## src/rtl/pce_pkg.sv

```systemverilog
package pce_pkg;
  typedef enum logic [1:0] {
    MODE_UE   = 2'd0,
    MODE_SE   = 2'd1,
    MODE_UVLC = 2'd2,
    MODE_NS   = 2'd3
  } pce_mode_e;

  localparam int unsigned FIELDS_MAX = 3;
  localparam int unsigned IDX_W      = $clog2(FIELDS_MAX + 1);
endpackage

```

## src/rtl/pce_bitlen.sv

```systemverilog
module pce_bitlen #(
  parameter int W  = 33,
  localparam int BW = $clog2(W + 1)
) (
  input  logic [W-1:0]  x,
  output logic [BW-1:0] len
);
  always_comb begin
    len = '0;
    for (int i = 0; i < W; i++) begin
      if (x[i]) len = BW'(i + 1);
    end
  end
endmodule

```

## src/rtl/pce_signmap.sv

```systemverilog
module pce_signmap #(
  parameter int DW = 32
) (
  input  logic [DW-1:0] value,
  output logic [DW+1:0] mapped
);
  logic [DW:0]   ext, mag;
  logic [DW+1:0] dbl;

  always_comb begin
    ext = {value[DW-1], value};
    mag = value[DW-1] ? (~ext + 1'b1) : ext;
    dbl = {mag, 1'b0};
    if (value == '0)        mapped = '0;
    else if (value[DW-1])   mapped = dbl;
    else                    mapped = dbl - 1'b1;
  end
endmodule

```

## src/rtl/pce_plan.sv

```systemverilog
module pce_plan
  import pce_pkg::*;
#(
  parameter int DW = 32,
  localparam int LW = $clog2(DW + 1),
  localparam int FM = FIELDS_MAX
) (
  input  pce_mode_e             mode,
  input  logic [DW-1:0]         value,
  input  logic [DW-1:0]         bound,
  output logic [FM-1:0][DW-1:0] f_bits,
  output logic [FM-1:0][LW-1:0] f_len,
  output logic [IDX_W-1:0]      f_cnt,
  output logic                  f_err
);
  localparam int XW = DW + 2;
  localparam int BW = $clog2(DW + 2);

  logic [XW-1:0] mapped, ue_src, code, m, diff, ns_long, vx;
  logic [DW:0]   vp1, len_src;
  logic [BW-1:0] blen;
  logic          ue_ovf;

  function automatic logic [DW-1:0] trim(input logic [XW-1:0] x, input logic [BW-1:0] n);
    logic [XW-1:0] msk;
    msk  = (XW'(1) << n) - XW'(1);
    trim = DW'(x & msk);
  endfunction

  pce_signmap #(.DW(DW)) u_map (.value(value), .mapped(mapped));

  always_comb begin
    vx      = XW'(value);
    ue_src  = (mode == MODE_SE) ? mapped : vx;
    code    = ue_src + XW'(1);
    ue_ovf  = |code[XW-1:DW];
    vp1     = {1'b0, value} + 1'b1;
    case (mode)
      MODE_NS:   len_src = {1'b0, bound};
      MODE_UVLC: len_src = vp1;
      default:   len_src = {1'b0, code[DW-1:0]};
    endcase
  end

  pce_bitlen #(.W(DW + 1)) u_len (.x(len_src), .len(blen));

  always_comb begin
    m       = (XW'(1) << blen) - XW'(bound);
    diff    = vx - m;
    ns_long = ((((diff >> 1) + m) << 1) | XW'(diff[0]));
  end

  always_comb begin
    f_bits = '0;
    f_len  = '0;
    f_cnt  = IDX_W'(1);
    f_err  = 1'b0;
    case (mode)
      MODE_UE, MODE_SE: begin
        if (ue_ovf) begin
          f_err = 1'b1;
        end else if (blen > BW'(1)) begin
          f_len[0]  = LW'(blen - BW'(1));
          f_bits[1] = trim(code, blen);
          f_len[1]  = LW'(blen);
          f_cnt     = IDX_W'(2);
        end else begin
          f_bits[0] = DW'(1);
          f_len[0]  = LW'(1);
        end
      end
      MODE_UVLC: begin
        if (blen > BW'(1)) begin
          f_len[0]  = LW'(blen - BW'(1));
          f_bits[1] = DW'(1);
          f_len[1]  = LW'(1);
          f_bits[2] = trim(XW'(vp1), blen - BW'(1));
          f_len[2]  = LW'(blen - BW'(1));
          f_cnt     = IDX_W'(3);
        end else begin
          f_bits[0] = DW'(1);
          f_len[0]  = LW'(1);
        end
      end
      default: begin
        if (blen <= BW'(1)) begin
          f_err = 1'b1;
        end else if (vx < m) begin
          f_bits[0] = trim(vx, blen - BW'(1));
          f_len[0]  = LW'(blen - BW'(1));
        end else begin
          f_bits[0] = trim(ns_long, blen);
          f_len[0]  = LW'(blen);
        end
      end
    endcase
  end
endmodule

```

## src/rtl/prefix_code_enc.sv

```systemverilog
module prefix_code_enc
  import pce_pkg::*;
#(
  parameter int DW = 32,
  localparam int LW = $clog2(DW + 1)
) (
  input  logic          clk,
  input  logic          rst_n,
  input  logic          in_valid,
  output logic          in_ready,
  input  logic [1:0]    in_mode,
  input  logic [DW-1:0] in_value,
  input  logic [DW-1:0] in_bound,
  output logic          out_valid,
  input  logic          out_ready,
  output logic [DW-1:0] out_bits,
  output logic [LW-1:0] out_len,
  output logic          out_last,
  output logic          out_err
);
  localparam int FM = FIELDS_MAX;

  logic [FM-1:0][DW-1:0] p_bits, q_bits;
  logic [FM-1:0][LW-1:0] p_len, q_len;
  logic [IDX_W-1:0]      p_cnt, q_cnt, q_idx;
  logic                  p_err, q_err, busy;
  logic                  accept, fire, done;

  pce_plan #(.DW(DW)) u_plan (
    .mode  (pce_mode_e'(in_mode)),
    .value (in_value),
    .bound (in_bound),
    .f_bits(p_bits),
    .f_len (p_len),
    .f_cnt (p_cnt),
    .f_err (p_err)
  );

  assign out_valid = busy;
  assign out_bits  = q_bits[q_idx];
  assign out_len   = q_len[q_idx];
  assign out_last  = (q_idx == q_cnt - IDX_W'(1));
  assign out_err   = q_err;
  assign fire      = busy & out_ready;
  assign done      = fire & out_last;
  assign in_ready  = ~busy | done;
  assign accept    = in_valid & in_ready;

  always_ff @(posedge clk or negedge rst_n) begin
    if (!rst_n) begin
      busy   <= 1'b0;
      q_idx  <= '0;
      q_cnt  <= IDX_W'(1);
      q_err  <= 1'b0;
      q_bits <= '0;
      q_len  <= '0;
    end else if (accept) begin
      busy   <= 1'b1;
      q_idx  <= '0;
      q_cnt  <= p_cnt;
      q_err  <= p_err;
      q_bits <= p_bits;
      q_len  <= p_len;
    end else if (done) begin
      busy   <= 1'b0;
    end else if (fire) begin
      q_idx  <= q_idx + IDX_W'(1);
    end
  end

  assert_hold_stable_R9: assert property (@(posedge clk) disable iff (!rst_n)
    out_valid && !out_ready |=> out_valid && $stable(out_bits) && $stable(out_len) && $stable(out_last));

  assert_drain_idle_R9: assert property (@(posedge clk) disable iff (!rst_n)
    out_valid && out_ready && out_last && !in_valid |=> !out_valid);

  assert_len_bound_R10: assert property (@(posedge clk) disable iff (!rst_n)
    out_valid && !out_err |-> out_len <= LW'(DW) && out_len != '0 && (out_bits >> out_len) == '0);

  assert_err_shape_R4: assert property (@(posedge clk) disable iff (!rst_n)
    out_valid && out_err |-> out_last && out_len == '0 && out_bits == '0);
endmodule

```

## config.mk

```make
export PLATFORM = sky130hd
export DESIGN_NAME = prefix_code_enc
export DESIGN_NICKNAME = d
export VERILOG_FILES = /design/src/rtl/pce_pkg.sv /design/src/rtl/pce_bitlen.sv /design/src/rtl/pce_signmap.sv /design/src/rtl/pce_plan.sv /design/src/rtl/prefix_code_enc.sv
export SDC_FILE = /design/constraint.sdc
export NUM_CORES = 1
export LEC_CHECK = 0
export ABC_AREA = 1
export BUFFER_PORTS_ARGS = -buffer_cell sky130_fd_sc_hd__buf_2
export CORE_UTILIZATION = 62
export DETAILED_ROUTE_END_ITERATION = 16
export PLACE_DENSITY = 0.81
export SLEW_MARGIN = 30
export SYNTH_ARGS = -nofsm -noshare
export SYNTH_HDL_FRONTEND = slang
export SYNTH_SLANG_ARGS = --single-unit
```

## constraint.sdc

```tcl
create_clock -name clk -period 7.2 [get_ports clk]
set_clock_uncertainty 0.2 [all_clocks]
set_input_delay 0 -clock clk [delete_from_list [all_inputs] [get_ports clk]]
set_output_delay 0 -clock clk [all_outputs]
set_load 0.05 [all_outputs]
```

==> results of run 1 <==
-- through the flow --
step                      area, sq um  setup TNS, ps  hold slack (ps)  std cells  utilization (%)
after floorplan                 18300         -47850             -496       2902                -
after global placement          24100         -99780             -182       4002             85.6
after detailed placement        24100        -121390             -172       4002             85.6
after CTS                       27000         -73210             10.8       4149             95.7
-- layer usage --
metal | overflow | GRT usage, %
met4 | 304 | 105
met2 | 738 | 111
met1 | 43 | 89.9
met5 | 12 | 74.4
met3 | 55 | 84.0
-- what timing repair did --
action	CTS
resized for setup	261
endpoints found under the setup margin	38
gates cloned	3
hold buffers	19
buffers inserted	94
endpoints found under the hold margin	61
pin swaps	177
-- cells in the mapped netlist, drive strengths merged (15+ instances only) --
library cell and instances:
nand2 782, inv 385, nor2 347, nand3 252
o21ai 234, a21oi 158, xor2 129, dfrtp 119
ha 97, nand4 56, buf 47, o22ai 42
clkbuf 41, nor3 40, xnor2 27, o31ai 20
o211ai 15
-- kinds of logic after synthesis --
group           count (synthesis)
simple gates                 1512
flops                         120
fa+ha+maj                     100
compound gates                531
buf+inv                       483
xor+xnor                      156
==> impl_metrics.xml, run 1 <==
<?xml version="1.0" encoding="UTF-8"?>
<metrics>
  <group name="synthesis">
    <metric name="synthesis.instances" unit="">2902</metric>
    <metric name="compound_gate_fraction_of_synth_area" unit="%">16.9</metric>
    <metric name="synth_top_area_share" unit="%">16.6</metric>
    <metric name="synth_sequential_area_ratio" unit="%">16.7</metric>
    <metric name="synthesized_cell_area" unit="sq um">17900</metric>
    <metric name="synth_nets" unit="">3072</metric>
    <metric name="synth_seq_cells" unit="">120</metric>
    <metric name="ys_async_sr_fraction" unit="%">100</metric>
    <metric name="xor_and_xnor_fraction_of_the_mapped_netlist_area" unit="%">7.65</metric>
    <metric name="synth_top_cells_by_area" unit="">sky130_fd_sc_hd__dfrtp_1, sky130_fd_sc_hd__nand2_1, sky130_fd_sc_hd__inv_1</metric>
    <metric name="yosys-mux-area-fraction" unit="%">0</metric>
    <metric name="synth.avg_cell_area" unit="sq um">6.19</metric>
    <metric name="synth_warnings" unit="">0</metric>
    <metric name="adder_and_majority_gate_portion_of_the_synthesized_area" unit="%">7.10</metric>
    <metric name="yosys.area_share.simple" unit="%">40.3</metric>
    <metric name="synth_top_family_by_area" unit="">simple AND/OR/NAND/NOR gates</metric>
    <metric name="synth_enable_flop_cells" unit="">0</metric>
    <metric name="synth_top_flop_cell" unit="">sky130_fd_sc_hd__dfrtp_1</metric>
    <metric name="synth_cell_type_count" unit="">72</metric>
    <metric name="biggest_area_consumer_among_synthesized_cells" unit="">sky130_fd_sc_hd__dfrtp_1</metric>
  </group>
  <group name="floorplan">
    <metric name="number_of_placement_rows" unit="">61</metric>
    <metric name="floorplan.die.width" unit="microns">172</metric>
    <metric name="die_height" unit="microns">172</metric>
    <metric name="initial_cell_density_of_the_core" unit="%">63.7</metric>
    <metric name="floorplan.io_pins" unit="">112</metric>
  </group>
  <group name="outcome">
    <metric name="outcome" unit="">aborted with a tool error</metric>
    <metric name="flow.stopped_at" unit="">5_1_grt</metric>
    <metric name="error_message" unit="">[ERROR GRT-0116] Global routing finished with congestion. Check the congestion regions in the DRC Viewer.</metric>
  </group>
  <group name="global_routing">
    <metric name="grt_overflow_total" unit="">1152</metric>
    <metric name="maximum_number_of_pins_on_one_net_before_global_route_repair" unit="">93</metric>
    <metric name="first_global_vias" unit="">35500</metric>
    <metric name="grt_use_total" unit="%">96.2</metric>
    <metric name="global_route_wire_length_before_repair" unit="microns">217000</metric>
  </group>
  <group name="place">
    <metric name="hpwlAfterDp" unit="microns">66700</metric>
    <metric name="port_buffers" unit="">111</metric>
    <metric name="place.gp.congestion" unit="">1.33</metric>
    <metric name="place_ws" unit="ps">-3750</metric>
  </group>
  <group name="clock_tree">
    <metric name="cts-buffers-inserted" unit="">17</metric>
    <metric name="root_buffer" unit="">sky130_fd_sc_hd__clkbuf_16</metric>
    <metric name="cts_max_level" unit="">4</metric>
    <metric name="max-clock-path-buffers" unit="">2</metric>
    <metric name="clock_sink_count" unit="">120</metric>
  </group>
</metrics>
==> run 2: changes to the inputs <==
--- a/config.mk
+++ b/config.mk
@@ -7,9 +7,9 @@
 export LEC_CHECK = 0
 export ABC_AREA = 1
 export BUFFER_PORTS_ARGS = -buffer_cell sky130_fd_sc_hd__buf_2
-export CORE_UTILIZATION = 62
+export CORE_UTILIZATION = 40
 export DETAILED_ROUTE_END_ITERATION = 16
-export PLACE_DENSITY = 0.81
+export PLACE_DENSITY_LB_ADDON = 0.15
 export SLEW_MARGIN = 30
 export SYNTH_ARGS = -nofsm -noshare
 export SYNTH_HDL_FRONTEND = slang
==> impl_metrics.xml, run 2 <==
<?xml version="1.0" encoding="UTF-8"?>
<metrics>
  <group name="outcome">
    <metric name="outcome" unit="">complete, but fails checks</metric>
    <metric name="failed_checks" unit="">negative setup slack</metric>
  </group>
  <group name="place">
    <metric name="place.gp.congestion" unit="">1.07</metric>
    <metric name="post-place-cells" unit="">4254</metric>
    <metric name="hpwlAfterDp" unit="microns">75500</metric>
    <metric name="port_buffers" unit="">111</metric>
  </group>
  <group name="synthesis">
    <metric name="synth.avg_cell_area" unit="sq um">6.19</metric>
    <metric name="synth_top_area_share" unit="%">16.6</metric>
    <metric name="synth_top_flop_cell" unit="">sky130_fd_sc_hd__dfrtp_1</metric>
    <metric name="synth_top_cells_by_area" unit="">sky130_fd_sc_hd__dfrtp_1, sky130_fd_sc_hd__nand2_1, sky130_fd_sc_hd__inv_1</metric>
    <metric name="biggest_area_consumer_among_synthesized_cells" unit="">sky130_fd_sc_hd__dfrtp_1</metric>
    <metric name="yosys.cell_count.top_type" unit="">sky130_fd_sc_hd__nand2_1</metric>
    <metric name="synth_enable_flop_cells" unit="">0</metric>
    <metric name="synth_nets" unit="">3072</metric>
    <metric name="synth_cell_type_count" unit="">72</metric>
    <metric name="ys_async_sr_fraction" unit="%">100</metric>
    <metric name="synthesis.instances" unit="">2902</metric>
    <metric name="synth_seq_cells" unit="">120</metric>
    <metric name="synth_commonest_cells" unit="">sky130_fd_sc_hd__nand2_1, sky130_fd_sc_hd__inv_1, sky130_fd_sc_hd__nor2_1</metric>
    <metric name="synth_warnings" unit="">0</metric>
    <metric name="synthesized_cell_area" unit="sq um">17900</metric>
    <metric name="synth_sequential_area_ratio" unit="%">16.7</metric>
  </group>
  <group name="floorplan">
    <metric name="die_height" unit="microns">214</metric>
    <metric name="core-area" unit="sq um">44200</metric>
    <metric name="floorplan.die.width" unit="microns">214</metric>
    <metric name="number_of_placement_rows" unit="">77</metric>
    <metric name="floorplan.io_pins" unit="">112</metric>
    <metric name="die_area" unit="sq um">45700</metric>
    <metric name="initial_cell_density_of_the_core" unit="%">40.6</metric>
  </group>
  <group name="final_layout">
    <metric name="final_cell_mix" unit="">sky130_fd_sc_hd__buf_4, sky130_fd_sc_hd__nand2_1, sky130_fd_sc_hd__inv_1</metric>
    <metric name="multiInputGateArea" unit="sq um">14900</metric>
    <metric name="reg_with_most_ffs" unit="">q_bits</metric>
    <metric name="final_common_cell" unit="">sky130_fd_sc_hd__buf_4</metric>
    <metric name="area_growth" unit="%">56.2</metric>
    <metric name="number_of_flip_flops_in_the_largest_register" unit="">96</metric>
    <metric name="biggestRegsByFlops" unit="">q_bits x96, q_len x18</metric>
    <metric name="post_route_cells_drive_above_1_share" unit="%">40.8</metric>
    <metric name="layout.cells.non_filler" unit="">4398</metric>
    <metric name="antenna-diode-count" unit="">0</metric>
    <metric name="nets" unit="">3963</metric>
    <metric name="final.fill_count" unit="">4155</metric>
    <metric name="area.sequential" unit="sq um">3010</metric>
  </group>
  <group name="timing">
    <metric name="layout_worst_path_cycle_share" unit="%">134</metric>
    <metric name="maxClockFrequency" unit="GHz">0.104</metric>
    <metric name="slew_violations" unit="">0</metric>
    <metric name="timing.final.ws_setup" unit="ps">-2450</metric>
    <metric name="grt_setup_unrepaired" unit="">true</metric>
    <metric name="max_slew_headroom_at_the_worst_pin" unit="%">37.7</metric>
    <metric name="timing_worst_slew_pin_value" unit="ps">933</metric>
    <metric name="timing.final.setup_violations" unit="">38</metric>
    <metric name="final-hold-violation-count" unit="">0</metric>
    <metric name="layout_min_cycle_time" unit="ps">9650</metric>
  </group>
  <group name="pwr">
    <metric name="pwr-share-clk" unit="%">13.4</metric>
    <metric name="power.share.switching" unit="%">53.4</metric>
    <metric name="comb_power_share" unit="%">69.5</metric>
    <metric name="sequentialPowerShare" unit="%">17.0</metric>
    <metric name="power_total" unit="mW">6.63</metric>
    <metric name="power_switching" unit="mW">3.54</metric>
    <metric name="power_density" unit="nW/um^2">236</metric>
    <metric name="static-leakage-power" unit="nW">14.8</metric>
    <metric name="internal_power" unit="mW">3.09</metric>
    <metric name="irDropWorstVdd" unit="V">0.000357</metric>
  </group>
  <group name="critical_path">
    <metric name="critical_path.reg2reg.endpoint" unit="">q_bits[26]</metric>
    <metric name="r2r.worst_path.cells" unit="">12</metric>
    <metric name="critPathSlowestCell" unit="">sky130_fd_sc_hd__ha_1</metric>
    <metric name="timing.critical_path.slowest_cell_delay" unit="ps">310</metric>
    <metric name="setup.worst_path.end_class" unit="">register</metric>
    <metric name="crit_end" unit="">q_bits[29]</metric>
    <metric name="timing.critical_path.arrival" unit="ps">9790</metric>
    <metric name="timing.critical_path.required" unit="ps">7340</metric>
    <metric name="worstReg2RegStart" unit="">q_idx[1]</metric>
    <metric name="timing.critical_path.from_type" unit="">input port</metric>
    <metric name="critical-path-top-cell-by-count" unit="">sky130_fd_sc_hd__nand2_2</metric>
    <metric name="worst_setup_path_startpoint" unit="">in_value[0]</metric>
    <metric name="worst-r2r-setup-slack" unit="ps">2640</metric>
    <metric name="crit_path_max_fanout" unit="">4</metric>
    <metric name="setup.worst_path.class" unit="">input port to register</metric>
  </group>
  <group name="drt">
    <metric name="wirelength" unit="microns">93100</metric>
    <metric name="avgRoutedWirePerCell" unit="microns">21.2</metric>
    <metric name="drt_drc_violations_left" unit="">0</metric>
    <metric name="drt_pass_1_iters" unit="">6</metric>
    <metric name="drt-vias-per-instance" unit="">5.47</metric>
    <metric name="first_iter_violations" unit="">2468</metric>
    <metric name="number_of_vias_in_the_routed_layout" unit="">24100</metric>
    <metric name="ant_nets" unit="">0</metric>
  </group>
  <group name="clock_tree">
    <metric name="root_buffer" unit="">sky130_fd_sc_hd__clkbuf_16</metric>
    <metric name="cts-buffers-inserted" unit="">17</metric>
    <metric name="max-clock-path-buffers" unit="">2</metric>
    <metric name="clock_latency" unit="ps">440</metric>
    <metric name="cts_max_level" unit="">4</metric>
    <metric name="clk_pin_slew" unit="ps">70</metric>
    <metric name="clock_sink_count" unit="">120</metric>
    <metric name="clock_tree_from_tritoncts" unit="">done</metric>
  </group>
  <group name="global_routing">
    <metric name="global_route_wire_length_before_repair" unit="microns">135000</metric>
    <metric name="grt_overflow_total" unit="">0</metric>
    <metric name="grt_use_total" unit="%">40.0</metric>
    <metric name="maximum_number_of_pins_on_one_net_before_global_route_repair" unit="">68</metric>
    <metric name="first_global_vias" unit="">22700</metric>
    <metric name="antenna_found_initial" unit="">1</metric>
  </group>
  <group name="flow_run">
    <metric name="drv_cap" unit="">0</metric>
  </group>
  <group name="worst_hold_path">
    <metric name="min-delay-start" unit="">in_mode[0]</metric>
    <metric name="hold_path.class" unit="">input port to register</metric>
  </group>
</metrics>
run 2: cell counts after synthesis:
No cell type changed its count.
run 2: timing repair:
action                     CTS  global route
cloned                       0             1
hold buffers                23             0
setup buffers               60            31
pin swaps                  170           125
setup endpoints to repair   38            38
gates resized for setup    258           156
hold endpoints to repair    79             0
run 2: per-layer routing:
metal  part of all wire (%)  global-route usage (%)
met3                    8.6                    5.68
met1                     43                    54.9
met4                    4.2                    15.3
met2                     44                    63.2
met5                  0.014                       0
run 2: final cells by class:
cell class / count / share of cell area, %
timing repair buffer: 961 / 26.0
multi-input combinational: 2299 / 53.0
tap: 592 / 2.64
inverter: 394 / 5.49
clock inverter: 14 / 0.580
clock buffer: 18 / 1.57
sequential: 120 / 10.7
run 2: cell families (layout without fill, tap and decap cells):
logic type                 Yosys count  after routing  share of synthesized area, %
xor gates and xnor gates           156            156                          7.65
DFF                                120            120                          16.7
adders and majority gates          100            100                          7.10
buffers and inverters              483           1387                          11.4
and+or+nand+nor                   1512           1512                          40.3
AOI/OAI and AO/OA                  531            531                          16.9
run 2: metrics by stage:
step	TNS (ps)	setup WS [ps]	utilization [%]	area [sq um]	hold WS, ps
after floorplan	-47850	-1640	-	18300	-496
after global placement	-104680	-3060	55.8	24700	-103
after detailed placement	-110350	-3210	55.8	24700	-99.5
after CTS	-67500	-1980	61.1	27000	2.75
after global routing	-99470	-2950	63.4	28000	40.4
final	-79450	-2450	63.4	28000	37.0
run 2: worst min path at each step:
| stage | to | slack, ps | cells after the start |
|---|---|---|---|
| floorplan | out_err | -500 | 0 |
| global placement | q_bits[5] | -100 | 1 |
| detailed placement | q_bits[2] | -100 | 1 |
| CTS | q_bits[78] | 3 | 6 |
| global route | q_bits[78] | 40 | 6 |
| finish | q_bits[78] | 40 | 6 |
run 2: power groups by stage:
stage / clock network, mW / registers, mW / logic [mW]
after detailed placement: 0 / 1.13 / 4.21
after CTS: 0.900 / 1.12 / 4.41
final: 0.890 / 1.13 / 4.61
after floorplan: 0 / 1.06 / 2.57
after global placement: 0 / 1.12 / 4.17
after global routing: 0.919 / 1.15 / 4.92
run 2: critical path: cells and delay by family:
| kind | cells | cell delay, ps |
|---|---|---|
| simple gates | 39 | 3850 |
| compound gates | 15 | 2260 |
| xor+xnor | 5 | 1180 |
| buf+inv | 14 | 1490 |
| fa+ha+maj | 4 | 970 |
Note: power is estimated with default switching activity, not from simulation.
==> run 3: changes to the inputs <==
--- a/config.mk
+++ b/config.mk
@@ -6,11 +6,12 @@
 export NUM_CORES = 1
 export LEC_CHECK = 0
 export ABC_AREA = 1
-export BUFFER_PORTS_ARGS = -buffer_cell sky130_fd_sc_hd__buf_2
 export CORE_UTILIZATION = 40
 export DETAILED_ROUTE_END_ITERATION = 16
+export DONT_BUFFER_PORTS = 1
 export PLACE_DENSITY_LB_ADDON = 0.15
 export SLEW_MARGIN = 30
 export SYNTH_ARGS = -nofsm -noshare
 export SYNTH_HDL_FRONTEND = slang
 export SYNTH_SLANG_ARGS = --single-unit
+export TNS_END_PERCENT = 5
==> impl_metrics.xml, run 3 (synthesis gave the netlist of run 2 again) <==
<?xml version="1.0" encoding="UTF-8"?>
<metrics>
  <group name="critical_path">
    <metric name="path_delay_family" unit="">simple AND/OR/NAND/NOR gates</metric>
    <metric name="critical_path.reg2reg.endpoint" unit="">q_bits[32]</metric>
    <metric name="timing.critical_path.required" unit="ps">7380</metric>
    <metric name="worstReg2RegStart" unit="">q_idx[0]</metric>
    <metric name="setup.worst_path.end_class" unit="">register</metric>
    <metric name="setup.worst_path.class" unit="">input port to register</metric>
    <metric name="r2r.worst_path.cells" unit="">15</metric>
    <metric name="worst-r2r-setup-slack" unit="ps">2520</metric>
    <metric name="critPathSlowestCell" unit="">sky130_fd_sc_hd__ha_1</metric>
    <metric name="timing.critical_path.slowest_cell_delay" unit="ps">350</metric>
    <metric name="worst-path-buf-inv" unit="">13</metric>
    <metric name="timing.critical_path.from_type" unit="">input port</metric>
    <metric name="crit_path_max_fanout" unit="">7</metric>
    <metric name="timing.critical_path.arrival" unit="ps">10010</metric>
  </group>
  <group name="floorplan">
    <metric name="core-area" unit="sq um">44200</metric>
    <metric name="initial_cell_density_of_the_core" unit="%">40.6</metric>
    <metric name="die_area" unit="sq um">45700</metric>
    <metric name="floorplan.die.width" unit="microns">214</metric>
    <metric name="number_of_placement_rows" unit="">77</metric>
    <metric name="die_height" unit="microns">214</metric>
    <metric name="floorplan.io_pins" unit="">112</metric>
  </group>
  <group name="global_routing">
    <metric name="grt_overflow_total" unit="">0</metric>
    <metric name="grt_use_total" unit="%">40.3</metric>
    <metric name="first_global_vias" unit="">21900</metric>
    <metric name="maximum_number_of_pins_on_one_net_before_global_route_repair" unit="">121</metric>
    <metric name="antenna_found_initial" unit="">3</metric>
    <metric name="global_route_wire_length_before_repair" unit="microns">135000</metric>
  </group>
  <group name="final_layout">
    <metric name="nets" unit="">3791</metric>
    <metric name="area_growth" unit="%">44.9</metric>
    <metric name="final.fill_count" unit="">4348</metric>
    <metric name="layout.cells.non_filler" unit="">4226</metric>
    <metric name="antenna-diode-count" unit="">0</metric>
    <metric name="biggestRegsByFlops" unit="">q_bits x96, q_len x18</metric>
    <metric name="final_common_cell" unit="">sky130_fd_sc_hd__buf_4</metric>
    <metric name="post_route_cells_drive_above_1_share" unit="%">33.0</metric>
    <metric name="final_cell_mix" unit="">sky130_fd_sc_hd__buf_4, sky130_fd_sc_hd__nand2_1, sky130_fd_sc_hd__inv_1</metric>
    <metric name="number_of_flip_flops_in_the_largest_register" unit="">96</metric>
    <metric name="reg_with_most_ffs" unit="">q_bits</metric>
  </group>
  <group name="clock_tree">
    <metric name="cts_max_level" unit="">4</metric>
    <metric name="clock_sink_count" unit="">120</metric>
    <metric name="clock_latency" unit="ps">450</metric>
    <metric name="root_buffer" unit="">sky130_fd_sc_hd__clkbuf_16</metric>
    <metric name="cts-buffers-inserted" unit="">17</metric>
    <metric name="max-clock-path-buffers" unit="">2</metric>
    <metric name="clock_tree_from_tritoncts" unit="">done</metric>
    <metric name="clk_pin_slew" unit="ps">70</metric>
  </group>
  <group name="drt">
    <metric name="first_iter_violations" unit="">2073</metric>
    <metric name="ant_nets" unit="">0</metric>
    <metric name="drt-vias-per-instance" unit="">5.44</metric>
    <metric name="drt_pass_1_iters" unit="">5</metric>
    <metric name="wirelength" unit="microns">93300</metric>
    <metric name="top_layer_used" unit="">met5</metric>
    <metric name="avgRoutedWirePerCell" unit="microns">22.1</metric>
    <metric name="drt_drc_violations_left" unit="">0</metric>
    <metric name="met3_wirelength" unit="microns">8290</metric>
    <metric name="routed-wl-met2" unit="microns">41300</metric>
    <metric name="number_of_vias_in_the_routed_layout" unit="">23000</metric>
    <metric name="wirelength_met1" unit="microns">40700</metric>
  </group>
  <group name="worst_hold_path">
    <metric name="hold_path.class" unit="">input port to register</metric>
    <metric name="min-delay-start" unit="">in_value[0]</metric>
    <metric name="min_delay_path_depth" unit="">2</metric>
    <metric name="whs_endpoint" unit="">q_bits[64]</metric>
  </group>
  <group name="place">
    <metric name="place.gp.congestion" unit="">1.03</metric>
    <metric name="hpwlAfterDp" unit="microns">76000</metric>
    <metric name="place_ws" unit="ps">-3140</metric>
    <metric name="port_buffers" unit="">0</metric>
    <metric name="post-place-cells" unit="">4114</metric>
  </group>
  <group name="outcome">
    <metric name="outcome" unit="">complete, but fails checks</metric>
    <metric name="failed_checks" unit="">negative setup slack</metric>
  </group>
  <group name="timing">
    <metric name="layout_min_cycle_time" unit="ps">9830</metric>
    <metric name="timing.final.ws_setup" unit="ps">-2630</metric>
    <metric name="maxClockFrequency" unit="GHz">0.102</metric>
    <metric name="timing_worst_slew_pin_value" unit="ps">1040</metric>
    <metric name="timing.final.setup_violations" unit="">38</metric>
    <metric name="layout_worst_path_cycle_share" unit="%">137</metric>
    <metric name="slew_violations" unit="">0</metric>
    <metric name="max_slew_headroom_at_the_worst_pin" unit="%">30.4</metric>
    <metric name="grt_setup_unrepaired" unit="">true</metric>
    <metric name="final-hold-violation-count" unit="">0</metric>
  </group>
  <group name="pwr">
    <metric name="power_density" unit="nW/um^2">248</metric>
    <metric name="static-leakage-power" unit="nW">13.8</metric>
    <metric name="power_total" unit="mW">6.46</metric>
    <metric name="irDropWorstVdd" unit="V">0.000469</metric>
  </group>
  <group name="flow_run">
    <metric name="drv_cap" unit="">0</metric>
  </group>
</metrics>
run 3: cell types whose count changed in the layout (fill, tap and decap cells not counted), moves of 13 or more:
| cell | change |
|---|---|
| sky130_fd_sc_hd__dlygate4sd3_1 | +25 |
| sky130_fd_sc_hd__nor2_4 | -19 |
| sky130_fd_sc_hd__buf_2 | -106 |
| sky130_fd_sc_hd__nand2_2 | -37 |
| sky130_fd_sc_hd__o22ai_2 | +13 |
| sky130_fd_sc_hd__a21oi_2 | -25 |
| sky130_fd_sc_hd__buf_4 | -60 |
| sky130_fd_sc_hd__a21oi_1 | +30 |
| sky130_fd_sc_hd__buf_6 | -23 |
| sky130_fd_sc_hd__nor2_1 | +31 |
| sky130_fd_sc_hd__nand2_1 | +49 |
run 3: timing repair:
action,CTS,global route
gates resized for setup,52,103
setup endpoints to repair,38,38
hold buffers,49,0
hold endpoints to repair,202,0
setup buffers,13,19
pin swaps,25,95
run 3: worst register-to-register path: stages (launching register included):
cell and delay [ps]:
sky130_fd_sc_hd__dfrtp_1 370, sky130_fd_sc_hd__buf_4 290, sky130_fd_sc_hd__inv_2 100, sky130_fd_sc_hd__buf_4 570, sky130_fd_sc_hd__nor2_1 90, sky130_fd_sc_hd__o21ai_0 280
sky130_fd_sc_hd__o21ai_1 100, sky130_fd_sc_hd__buf_4 230, sky130_fd_sc_hd__nand2_4 400, sky130_fd_sc_hd__nor2_1 170, sky130_fd_sc_hd__inv_1 300, sky130_fd_sc_hd__nor2_1 220
sky130_fd_sc_hd__inv_1 230, sky130_fd_sc_hd__buf_4 290, sky130_fd_sc_hd__nand3_1 130, sky130_fd_sc_hd__dlygate4sd3_1 580
run 3: routing by layer:
metal | track usage (%) | up-vias
met5 | 0 | -
li1 | - | 10900
met2 | 63.9 | 997
met1 | 54.2 | 10900
met3 | 8.79 | 146
met4 | 12.4 | 2
run 3: layout make-up:
| class | count | area (sq um) | area share (%) |
|---|---|---|---|
| clock buffer | 18 | 439 | 1.69 |
| clock inverter | 14 | 188 | 0.722 |
| timing repair buffer | 789 | 6150 | 23.6 |
| inverter | 394 | 1520 | 5.83 |
| sequential | 120 | 3000 | 11.6 |
| tap | 592 | 741 | 2.85 |
| multi-input combinational | 2299 | 14000 | 53.7 |
run 3: how the worst max path moves through the flow:
stage,start,to,depth (start not counted)
CTS,in_value[1],q_bits[31],82
floorplan,in_value[1],q_bits[30],86
global placement,in_value[1],q_bits[26],82
global route,in_value[1],q_bits[31],83
finish,in_value[0],q_bits[31],80
detailed placement,in_value[1],q_bits[30],76
run 3: through the flow:
step                setup TNS [ps]  hold WS, ps  util (%)  area [sq um]
finish                      -83200         24.2      58.8         26000
global route               -107300         36.9      58.8         26000
CTS                         -73730         2.58      57.3         25300
detailed placement         -105420         -493      54.0         23900
global placement            -98260         -493      53.8         23800
floorplan                   -49180         -496         -         18200
run 3: power breakdown:
group | total, mW | switching, mW | internal (mW) | leakage (nW)
combinational | 4.40 | 2.91 | 1.50 | 11.9
sequential | 1.13 | 0.188 | 0.939 | 1.60
clock | 0.934 | 0.372 | 0.562 | 0.304
